File: src/rtl/evt_timer.sv
module evt_timer #(
  parameter int CNT_W = 16
) (
  input  logic             clk,
  input  logic             rst_n,
  input  logic [23:0]      start_mask_i,
  input  logic [23:0]      stop_mask_i,
  input  logic [23:0]      clear_mask_i,
  input  logic [23:0]      up_mask_i,
  input  logic [23:0]      down_mask_i,
  input  logic [23:0]      cap_a_mask_i,
  input  logic [23:0]      cap_b_mask_i,
  input  logic [3:0]       trig_i,
  input  logic             pin_a_i,
  input  logic             pin_b_i,
  input  logic [7:0]       link_i,
  output logic [CNT_W-1:0] count_o,
  output logic [CNT_W-1:0] cap_a_o,
  output logic [CNT_W-1:0] cap_b_o,
  output logic             cap_a_stb_o,
  output logic             cap_b_stb_o
);
  localparam int NTRIG = 4;
  localparam int NSRC  = 24;
  localparam logic [CNT_W-1:0] ONE = CNT_W'(1);

  logic [NTRIG-1:0] trig_q;
  logic             a_q, b_q, run_q;
  logic [NSRC-1:0]  ev;

  for (genvar k = 0; k < NTRIG; k++) begin : g_trig
    assign ev[2*k]   =  trig_i[k] & ~trig_q[k];
    assign ev[2*k+1] = ~trig_i[k] &  trig_q[k];
  end

  wire a_rise = pin_a_i & ~a_q;
  wire a_fall = ~pin_a_i & a_q;
  wire b_rise = pin_b_i & ~b_q;
  wire b_fall = ~pin_b_i & b_q;

  assign ev[11:8]  = {a_fall & b_q, a_fall & ~b_q, a_rise & b_q, a_rise & ~b_q};
  assign ev[15:12] = {b_fall & a_q, b_fall & ~a_q, b_rise & a_q, b_rise & ~a_q};
  assign ev[23:16] = link_i;

  wire hit_start = |(ev & start_mask_i);
  wire hit_stop  = |(ev & stop_mask_i);
  wire hit_clear = |(ev & clear_mask_i);
  wire hit_up    = |(ev & up_mask_i);
  wire hit_down  = |(ev & down_mask_i);
  wire hit_cap_a = |(ev & cap_a_mask_i);
  wire hit_cap_b = |(ev & cap_b_mask_i);
  wire free_run  = (up_mask_i == '0) && (down_mask_i == '0);

  always_ff @(posedge clk or negedge rst_n) begin
    if (!rst_n) begin
      trig_q <= '0;
      a_q    <= 1'b0;
      b_q    <= 1'b0;
      run_q  <= 1'b0;
    end else begin
      trig_q <= trig_i;
      a_q    <= pin_a_i;
      b_q    <= pin_b_i;
      if (hit_stop)       run_q <= 1'b0;
      else if (hit_start) run_q <= 1'b1;
    end
  end

  always_ff @(posedge clk or negedge rst_n) begin
    if (!rst_n) begin
      count_o <= '0;
    end else if (hit_clear) begin
      count_o <= '0;
    end else if (run_q) begin
      if (free_run)                count_o <= count_o + ONE;
      else if (hit_up && !hit_down) count_o <= count_o + ONE;
      else if (hit_down && !hit_up) count_o <= count_o - ONE;
    end
  end

  always_ff @(posedge clk or negedge rst_n) begin
    if (!rst_n) begin
      cap_a_o     <= '0;
      cap_b_o     <= '0;
      cap_a_stb_o <= 1'b0;
      cap_b_stb_o <= 1'b0;
    end else begin
      cap_a_stb_o <= hit_cap_a;
      cap_b_stb_o <= hit_cap_b;
      if (hit_cap_a) cap_a_o <= count_o;
      if (hit_cap_b) cap_b_o <= count_o;
    end
  end

  a_r9_clear_zero: assert property (@(posedge clk) disable iff (!rst_n)
    hit_clear |=> (count_o == '0));

  a_r10_stop_wins: assert property (@(posedge clk) disable iff (!rst_n)
    hit_stop |=> !run_q);

  a_r7_hold_when_stopped: assert property (@(posedge clk) disable iff (!rst_n)
    (!run_q && !hit_clear) |=> $stable(count_o));

  a_r8_cancel: assert property (@(posedge clk) disable iff (!rst_n)
    (!free_run && hit_up && hit_down && !hit_clear) |=> $stable(count_o));

  a_r11_capture_a: assert property (@(posedge clk) disable iff (!rst_n)
    hit_cap_a |=> (cap_a_stb_o && cap_a_o == $past(count_o)));

  a_r11_capture_b: assert property (@(posedge clk) disable iff (!rst_n)
    hit_cap_b |=> (cap_b_stb_o && cap_b_o == $past(count_o)));
endmodule

File: config.mk
export PLATFORM = sky130hd
export DESIGN_NAME = evt_timer
export DESIGN_NICKNAME = d
export VERILOG_FILES = /design/src/rtl/evt_timer.sv
export SDC_FILE = /design/constraint.sdc
export NUM_CORES = 1
export LEC_CHECK = 0
export ABC_AREA = 1
export BUFFER_PORTS_ARGS = -buffer_cell sky130_fd_sc_hd__buf_2
export CORE_MARGIN = 2
export CORE_UTILIZATION = 47
export CTS_CLUSTER_DIAMETER = 60
export DETAILED_ROUTE_END_ITERATION = 8
export GPL_TIMING_DRIVEN = 0
export MAX_ROUTING_LAYER = met4
export PLACE_DENSITY = 0.91
export SYNTH_ARGS = -nofsm -noshare
export SYNTH_HDL_FRONTEND = slang
export SYNTH_SLANG_ARGS = --single-unit
export TNS_END_PERCENT = 10
File: constraint.sdc
create_clock -name clk -period 2.49 [get_ports clk]
set_input_delay 0.498 -clock clk [delete_from_list [all_inputs] [get_ports clk]]
set_output_delay 0.498 -clock clk [all_outputs]
set_load 0.05 [all_outputs]
# Word level (Yosys, flattened, before mapping)
# Index checks and enable logic that the tools add are counted.
totals:
  register_bits: 57
  latchBits: 0
  ramBits: 0
  rom_bits: 0
  output_inout_bits: 50
  memories: 0
classes:
  n_addsub: 2
  multipliers: 0
  n_div: 0
  magnitude_cmp: 0
  eq_ne: 0
  n_shift: 0
  n_mux: 7
  bitwise_logic: 39
  reduce_logical: 18
ops:
  columns: ["op", "count"]
  rows:
  - ["bitwise AND 24 bit", 7]
  - ["OR reduction 24 bit", 7]
  - ["2-to-1 mux 16 bit", 5]
  - ["zero test 24 bit", 2]
  - ["bitwise AND 1 bit", 20]
  - ["adder 16 x 1 -> 16 bit (second input constant)", 1]
  - ["subtractor 16 x 1 -> 16 bit (second input constant)", 1]
  - ["inverter 1 bit", 12]
  - ["nonzero test 2 bit", 2]
  - ["nonzero test 4 bit", 1]
  - ["logical AND 1 bit", 3]
  - ["zero test 1 bit", 2]
  - ["2-to-1 mux 1 bit", 2]
  - ["AND reduction 2 bit", 1]

# Depth between registers and ports, before layout
# Gate-level depths: netlist of run 1.
depth:
  depth_word: 12
  mapped_depth: 16
  ltp_nobuf: 16

# Least setup slack after synthesis of run 1
# No wires, ideal clock.
synth_path:
  path_type: "input to register"
  start: "input pin_b_i"
  end: "register count_o[5]"
  arrival_ps: 2144
  t_required_ps: 2372
  path_slack_ps: 228
  path_stages: 14
  path_cell_list: "inv_1 nand3_1 inv_1 a22oi_1 nand3_1 nand3b_1 nor2_1 ha_1 inv_1 nand2_1 clkbuf_1 o21ai_0 nand3_1 nand2_1"
synth_via:
  elab_chain_len: 11
  word_cells_on_any_way: 24
  classes_between: "mux: 4; bitwise: 10; reduce/logical: 10"
synth_lines:
  columns: ["item", "line_no", "rtl"]
  rows:
  - ["start, declared", "15", "input logic pin_b_i,"]
  - ["inverter 1 bit", "39", "wire b_fall = ~pin_b_i & b_q;"]
  - ["bitwise AND 1 bit", "39", null]
  - ["bitwise AND 1 bit", "42", "assign ev[15:12] = {b_fall & a_q, b_fall & ~a_q, b_rise & a_q, b_rise & ~a_q};"]
  - ["bitwise AND 24 bit", "49", "wire hit_down = |(ev & down_mask_i);"]
  - ["OR reduction 24 bit", "49", null]
  - ["zero test 1 bit", "76", "else if (hit_up && !hit_down) count_o <= count_o + ONE;"]
  - ["logical AND 1 bit", "76", null]
  - ["2-to-1 mux 16 bit", "76", null]
  - ["2-to-1 mux 16 bit", "75", "if (free_run) count_o <= count_o + ONE;"]
  - ["2-to-1 mux 16 bit", "74", "end else if (run_q) begin"]
  - ["2-to-1 mux 16 bit", "72", "end else if (hit_clear) begin"]
  - ["end signal, assigned", "75", null]
  - ["end signal, assigned", "76", null]
  - ["end signal, assigned", "77", "else if (hit_down && !hit_up) count_o <= count_o - ONE;"]
  - ["end, declared", "17", "output logic [CNT_W-1:0] count_o,"]
# Several ways; a longest one is shown, not always the timed one. The select of a mux whose other input is x is not followed.
# A chain may end at the register's enable or synchronous reset.

# Worst setup path in the final report of run 1
layout_path:
  start: "register trig_q[2]"
  end: "register count_o[7]"
layout_via:
  elab_chain_len: 10
  word_cells_on_any_way: 20
  classes_between: "mux: 4; bitwise: 6; reduce/logical: 10"
layout_lines:
  columns: ["item", "line_no", "rtl"]
  rows:
  - ["start, declared", "27", "logic [NTRIG-1:0] trig_q;"]
  - ["start signal, assigned", "61", "trig_q <= trig_i;"]
  - ["inverter 1 bit", "32", "assign ev[2*k] = trig_i[k] & ~trig_q[k];"]
  - ["bitwise AND 1 bit", "32", null]
  - ["bitwise AND 24 bit", "49", null]
  - ["OR reduction 24 bit", "49", null]
  - ["zero test 1 bit", "76", null]
  - ["logical AND 1 bit", "76", null]
  - ["2-to-1 mux 16 bit", "76", null]
  - ["2-to-1 mux 16 bit", "75", null]
  - ["2-to-1 mux 16 bit", "74", null]
  - ["2-to-1 mux 16 bit", "72", null]
# Several ways; a longest one is shown, not always the timed one. The select of a mux whose other input is x is not followed.

==> run summary, run 1 <==
Wire length on met3 -> 1492 microns
Critical Path RT -> 2.78 ns
Metal2 WL -> 7789 microns
Total power -> 0.002131 W
Area Overhead vs Synth -> 34.09%
Max-slew violations -> 0
Vias -> 5747
Starting Density -> 48.75%
Setup violations, final -> 0
Tmin final -> 2.378 ns
Flop-to-flop setup slack -> 0.11 ns
Post-synthesis sequential area ratio -> 31.37%
Final net count -> 1148
IO buf count -> 233
CTS buffer count -> 9
Sequential power share -> 44.1%
Final GP Congestion -> 0.9901
TritonCTS clock tree -> yes
Total clock sinks -> 57
Initial antenna violation count -> 1
Area contributors post-synth -> dfrtp_1 31%, nand2_1 26%, nor2_1 7.0%, nand3_1 5.4%, nand4_1 4.3%
Logic gate share of total power -> 20.2%
Multi-input logic area -> 2766 sq um
Worst clock skew -> 0.009952 ns
Max-cap violations -> 0
Register area -> 1429 sq um
Critical Path Fanout Max -> 10
# rows -> 35
Unrepaired setup endpoints after global routing -> false
Synth cell types -> 40
Final hold vios -> 0
HPWL after DPL -> 13330 microns
Number of synthesized flops with an enable pin -> 0
Dpl cells -> 1076
Status -> complete, no violations
Sw Pwr -> 0.0006532 W
Root Buffer -> clkbuf_8
Mapped Avg Cell Area -> 6.368 sq um
Switching Share -> 30.65%
Io pins -> 234
Total congestion overflow -> 0
Number of global-route vias before repair -> 5380
Final worst path period share -> 95.51%
First-pass GRT wire length -> 26010 microns
Worst-margin pin slew -> 0.7064 ns
DR top layer -> met4
Synth Flop Type -> dfrtp_1
Cell area power density -> 349.6 nW/um^2
Final WL -> 16460 microns
Die ar. -> 10480 sq um
Highest Clock Rate -> 420.5 MHz
Clock Power Share -> 35.8%
Max clock buf depth -> 2
Width of the die -> 102.4 microns
Pleak -> 3.590 nW
Internal -> 0.001478 W
Min-Delay Path Class -> primary input to async pin
Area leader, netlist -> dfrtp_1
VDD IR max -> 0.1872 mV
Area of the core -> 9328 sq um
WL/cell -> 15.02 microns
Setup TNS -> 0 ns
CP arrival -> 2.67 ns
DRC Markers -> 0
Share of layout cells above drive strength 1 -> 32.51%
H-tree depth -> 3
Vias per cell -> 5.244
Filler Cell Count -> 871
Setup ws final -> 0.1118 ns
#FFs+latches synth -> 57
Post-synthesis cell count -> 714
Skew-Pair Late Insertion Delay -> 0.35 ns
WS Path Type -> register to register
Yosys top cell area share -> 31.37%
DRT Pass-1 Iters -> 6
Place WS -> -0.4144 ns
Die Span Y -> 102.4 microns
Synth Cell Area -> 4547 sq um
DRC marker count from the first detailed-route iteration -> 453
Syn Nets -> 901
Layout Cells excl Fill -> 1096
DRT antenna net count -> 0
GRT Total Usage -> 33.13%
Pin count of the biggest net entering global routing -> 58
CTS clock-pin slew for the worst setup and hold paths -> 0.07 ns
Slew headroom -> 52.91%
Synth warn -> 0
Worst setup SP type -> register
Post-synth ARST share -> 100.0%
Endpoint class of the critical path -> register
Met1 wire length -> 6786 microns
==> placed cells by master (no fill, tap or decap), types with 4 or more instances in the layout <==
cell type and n:
nor2_1 84, a21oi_1 4, dfrtp_1 55, nor3_1 6
clkbuf_8 9, nand2_1 319, buf_4 4, nor2_2 4
o21ai_0 12, inv_2 10, buf_6 7, a22oi_1 6
nand3_2 4, nand4_1 31, inv_1 44, xor2_1 15
buf_2 243, a22o_1 10, nand2_2 7, nand3_1 49
==> cells in the mapped netlist (4+ instances only) <==
| library cell | n |
|---|---|
| a21oi_1 | 4 |
| buf_6 | 6 |
| o21ai_0 | 12 |
| dfrtp_1 | 57 |
| nand2_2 | 6 |
| nand4_1 | 31 |
| a22oi_1 | 7 |
| inv_2 | 7 |
| a22o_1 | 10 |
| nor3_1 | 6 |
| nand3_2 | 4 |
| inv_1 | 47 |
| nand2_1 | 320 |
| buf_2 | 11 |
| xor2_1 | 15 |
| nor2_1 | 85 |
| nand3_1 | 49 |
==> layout make-up <==
cell class                 count  area share (%)
multi-input combinational    580           45.37
clock inverter                 7          0.7798
tap                          129           2.647
antenna                        1         0.04104
sequential                    57           23.44
buffer                        21           2.586
timing repair buffer         236           19.54
inverter                      56           3.571
clock buffer                   9           2.032
==> stage by stage <==
step / instance area (sq um) / hold WS [ns] / utilization [%]
2_1_floorplan: 4547 / 0.2024 / -
3_3_place_gp: 5874 / 0.4493 / 62.98
3_5_place_dp: 5874 / 0.4569 / 62.98
4_1_cts: 6052 / 0.2596 / 64.88
5_1_grt: 6097 / 0.2678 / 65.37
6_report: 6097 / 0.1917 / 65.37
==> registers in the layout, indices dropped and copies added (netlist names) <==
signal       flops
cap_b_stb_o      1
count_o         16
cap_a_stb_o      1
a_q              1
trig_q           4
b_q              1
cap_a_o         16
cap_b_o         16
run_q            1
==> path summary, 6_finish.rpt <==
kind	startpoint	end	depth (start not counted)
max	trig_q[2]	count_o[7]	13
min	rst_n	cap_b_stb_o	1
max reg2reg	trig_q[2]	count_o[7]	13
min reg2reg	cap_b_o[13]	cap_b_o[13]	2
max in group asynchronous	rst_n	a_q	1
min in group clk	trig_i[1]	trig_q[1]	1
==> critical path, cell delays in order (launching register included) <==
cell       delay [ns]
dfrtp_1          0.37
inv_2            0.11
nor2_1           0.14
o2bb2ai_1        0.15
a221oi_1         0.23
nand3_1          0.16
nor2_1           0.13
ha_2             0.28
nand2_1          0.06
nand2_1          0.13
nor2_4           0.18
buf_6            0.16
nand3_1          0.12
nand2_1          0.09
==> repair_timing <==
item	4_1_cts	5_1_grt
resized for setup	4	10
hold buffers	0	0
endpoints found under the setup margin	12	15
pin swaps	0	2
setup buffers	0	3
==> power groups by stage <==
| stage | sequential [W] | clock (W) | combinational, W |
|---|---|---|---|
| 6_report | 0.000939 | 0.000762 | 0.000430 |
| 2_1_floorplan | 0.000958 | 0 | 0.000177 |
| 5_1_grt | 0.000939 | 0.000800 | 0.000476 |
| 3_3_place_gp | 0.000956 | 0 | 0.000418 |
| 4_1_cts | 0.000939 | 0.000764 | 0.000424 |
| 3_5_place_dp | 0.000956 | 0 | 0.000423 |
==> cells by family (layout without fill, tap and decap cells) <==
group | after synthesis | in the layout | synth area share [%]
adder cells (fa/ha/maj) | 3 | 3 | 0.8256
buffers and inverters | 77 | 329 | 8.063
AO/OA/AOI/OAI | 43 | 43 | 7.100
AND/OR/NAND/NOR | 516 | 516 | 49.18
other | 0 | 1 | 0
XOR/XNOR | 18 | 18 | 3.467
flip-flops | 57 | 57 | 31.37
==> layer usage <==
| metal | track usage [%] | vias up |
|---|---|---|
| met5 | - | - |
| met4 | 9.641 | 0 |
| met3 | 7.114 | 36 |
| met2 | 54.45 | 326 |
| met1 | 41.15 | 2593 |
| li1 | - | 2792 |
No activity file was read; power rests on OpenSTA's default activity.
==> run 2, diff against run 1 <==
Settings changed: CORE_UTILIZATION 47 to 42, PLACE_DENSITY 0.91 to 0.87.
Clock period 2.49 ns to 2.1 ns, I/O delays scaled along.
==> run 2 against run 1 <==
Against the previous run:
- the run now ends with negative setup slack left
- non-clock buffer count rose by 20
- largest power group is now clock
- first-iteration DRC count down 16%
- worst setup slack got worse by 0.24 ns
- highest routed layer unchanged
- utilization shrank 3.0 points
- maximum frequency grew 6.9%
- critical path depth rose by 1
- register-to-register slack lost 0.24 ns
- via count grew 4.0%
- die area is 11% higher
- sequential share of layout area down 1.4 points
- sequential cell count did not move
- global-route usage decreased by 0.65 points
==> run summary, run 2 (synthesis results as in run 1) <==
Status -> finished, violations left (was complete, no violations)
Failing checks -> negative setup slack
Die Span Y -> 108.0 microns (was 102.4 microns)
Vias -> 5975 (was 5747)
Pin count of the biggest net entering global routing -> 58 (unchanged)
Setup violations, final -> 16 (was 0)
Commonest non-fill, non-tap cell in the layout -> nand2_1 (unchanged)
Worst path top cell family by delay -> simple AND/OR/NAND/NOR gates (unchanged)
Io pins -> 234 (unchanged)
Area Overhead vs Synth -> 42.90% (was 34.09%)
Final WL -> 17970 microns (was 16460 microns)
Starting Density -> 43.65% (was 48.75%)
Cell area power density -> 443.6 nW/um^2 (was 349.6 nW/um^2)
First-pass GRT wire length -> 28690 microns (was 26010 microns)
Top flop regs -> cap_a_o (16), cap_b_o (16), count_o (16) (unchanged)
Max clock buf depth -> 2 (unchanged)
Final worst path period share -> 105.9% (was 95.51%)
Worst clock skew -> 0.01087 ns (was 0.009952 ns)
Total congestion overflow -> 0 (unchanged)
DRC marker count from the first detailed-route iteration -> 382 (was 453)
CP arrival -> 2.45 ns (was 2.67 ns)
CTS buffer count -> 9 (unchanged)
Most frequent cells in the layout -> 313 x nand2_1, 243 x buf_2, 80 x nor2_1 (was 319 x nand2_1, 243 x buf_2, 84 x nor2_1)
Worst path cell trace -> buf_6 -> inv_6 -> nand3_4 -> inv_4 -> a22oi_2 -> nand3b_1 -> nor2_1 -> ha_2 -> inv_4 -> nand2_2 -> clkbuf_8 -> o21ai_0 -> nand3_1 -> nand2_1 (was inv_2 -> nor2_1 -> o2bb2ai_1 -> a221oi_1 -> nand3_1 -> nor2_1 -> ha_2 -> nand2_1 -> nand2_1 -> nor2_4 -> buf_6 -> nand3_1 -> nand2_1)
Endpoint class of the critical path -> register (unchanged)
Unrepaired setup endpoints after global routing -> true (was false)
Max-slew violations -> 0 (unchanged)
Setup TNS -> -1.353 ns (was 0 ns)
Pleak -> 3.752 nW (was 3.590 nW)
IO buf count -> 233 (unchanged)
Final hold vios -> 0 (unchanged)
Total clock sinks -> 57 (unchanged)
CP Buf/Inv Count -> 5 (was 2)
TritonCTS clock tree -> yes (unchanged)
Share of layout cells above drive strength 1 -> 36.51% (was 32.51%)
Width of the die -> 108.0 microns (was 102.4 microns)
Critical Path RT -> 2.33 ns (was 2.78 ns)
Area of the core -> 10420 sq um (was 9328 sq um)
Skew-Pair Late Insertion Delay -> 0.34 ns (was 0.35 ns)
DRC Markers -> 0 (unchanged)
Delay of the slowest critical-path stage -> 0.48 ns (was 0.37 ns)
WL/cell -> 16.00 microns (was 15.02 microns)
VDD IR max -> 0.3775 mV (was 0.1872 mV)
Worst-margin pin slew -> 0.7504 ns (was 0.7064 ns)
Final net count -> 1168 (was 1148)
Final GP Congestion -> 0.9801 (was 0.9901)
Slew headroom -> 49.97% (was 52.91%)
Vias per cell -> 5.321 (was 5.244)
Total power -> 0.002882 W (was 0.002131 W)
Root Buffer -> clkbuf_8 (unchanged)
Initial antenna violation count -> 1 (unchanged)
CTS clock-pin slew for the worst setup and hold paths -> 0.07 ns (about the same)
Number of global-route vias before repair -> 5926 (was 5380)
Setup ws final -> -0.1242 ns (was 0.1118 ns)
Most frequent CP cell -> inv_4 (was nand2_1)
Worst setup SP type -> register (unchanged)
Min-Delay Path Class -> primary input to async pin (unchanged)
GRT Total Usage -> 32.48% (was 33.13%)
WS Path Type -> register to register (unchanged)
Layout Utilization -> 62.38% (was 65.37%)
Max-cap violations -> 0 (unchanged)
Die ar. -> 11670 sq um (was 10480 sq um)
DRT Pass-1 Iters -> 6 (unchanged)
HPWL after DPL -> 13870 microns (was 13330 microns)
# rows -> 37 (was 35)
H-tree depth -> 3 (unchanged)
Critical path's slowest cell -> dfrtp_2 (was dfrtp_1)
DRT antenna net count -> 0 (unchanged)
Critical Path Fanout Max -> 10 (unchanged)
Highest Clock Rate -> 449.6 MHz (was 420.5 MHz)
Tmin final -> 2.224 ns (was 2.378 ns)
run 2: cell types whose count changed in the layout (fill, tap and decap cells not counted), sizes merged:
| cell | change |
|---|---|
| inv | +1 |
| bufinv | +2 |
| clkbuf | +2 |
| buf | +19 |
| clkinv | -3 |
| clkinvlp | -1 |
run 2: metal layers:
layer  global-route usage, %  vias to the layer above  part of all wire (%)  routed length [microns]
met5                       -                        -                     0                        0
met4                   15.20                        0                   4.9                      874
met3                   6.329                       74                   8.8                     1579
met2                   53.50                      354                    47                     8422
met1                   38.26                     2713                    39                     7090
li1                        -                     2834                     -                        -
run 2: timing repair:
item                       in CTS  in global routing
cloned                          1                  0
gates resized for setup        46                 22
setup buffers                  20                  2
pin swaps                      14                  9
setup endpoints to repair      16                 28
hold buffers                    0                  0
run 2: path summary, 6_finish.rpt:
check | from | endpoint | slack, ns | cells past startpoint
worst min register to register | cap_b_o[6] | cap_b_o[6] | 0.47 | 2
max in group asynchronous | rst_n | a_q | 1.41 | 1
min in group clk | trig_i[1] | trig_q[1] | 0.20 | 1
worst max register to register | b_q | count_o[5] | -0.12 | 14
worst max-delay path | b_q | count_o[5] | -0.12 | 14
worst min-delay path | rst_n | cap_b_stb_o | 0.14 | 1
run 2: stage by stage:
stage / cell area, sq um / std cells / hold slack [ns] / worst slack (ns)
after floorplan: 4549 / 714 / 0.1244 / 0.001885
after global placement: 5886 / 1083 / 0.4495 / -0.6870
after detailed placement: 5886 / 1083 / 0.4539 / -0.7320
after CTS: 6411 / 1120 / 0.1858 / -0.09300
after global routing: 6497 / 1123 / 0.1878 / -0.2481
final: 6497 / 1123 / 0.1376 / -0.1242
run 2: final cells by class:
cell class | instances | area (sq um)
diodes | 1 | 2.502
plain buffers | 21 | 167.7
clock buffers | 10 | 137.6
clock inverters | 6 | 90.09
fillers | 960 | 3919
inverters | 56 | 242.7
multi-input cells | 580 | 2898
flip-flops and latches | 57 | 1429
well taps | 136 | 170.2
repair buffers | 256 | 1360
run 2: report_power, final:
group | internal (W) | switching, W
registers | 0.00110 | 0.00000917
logic | 0.000255 | 0.000318
clock network | 0.000704 | 0.000491
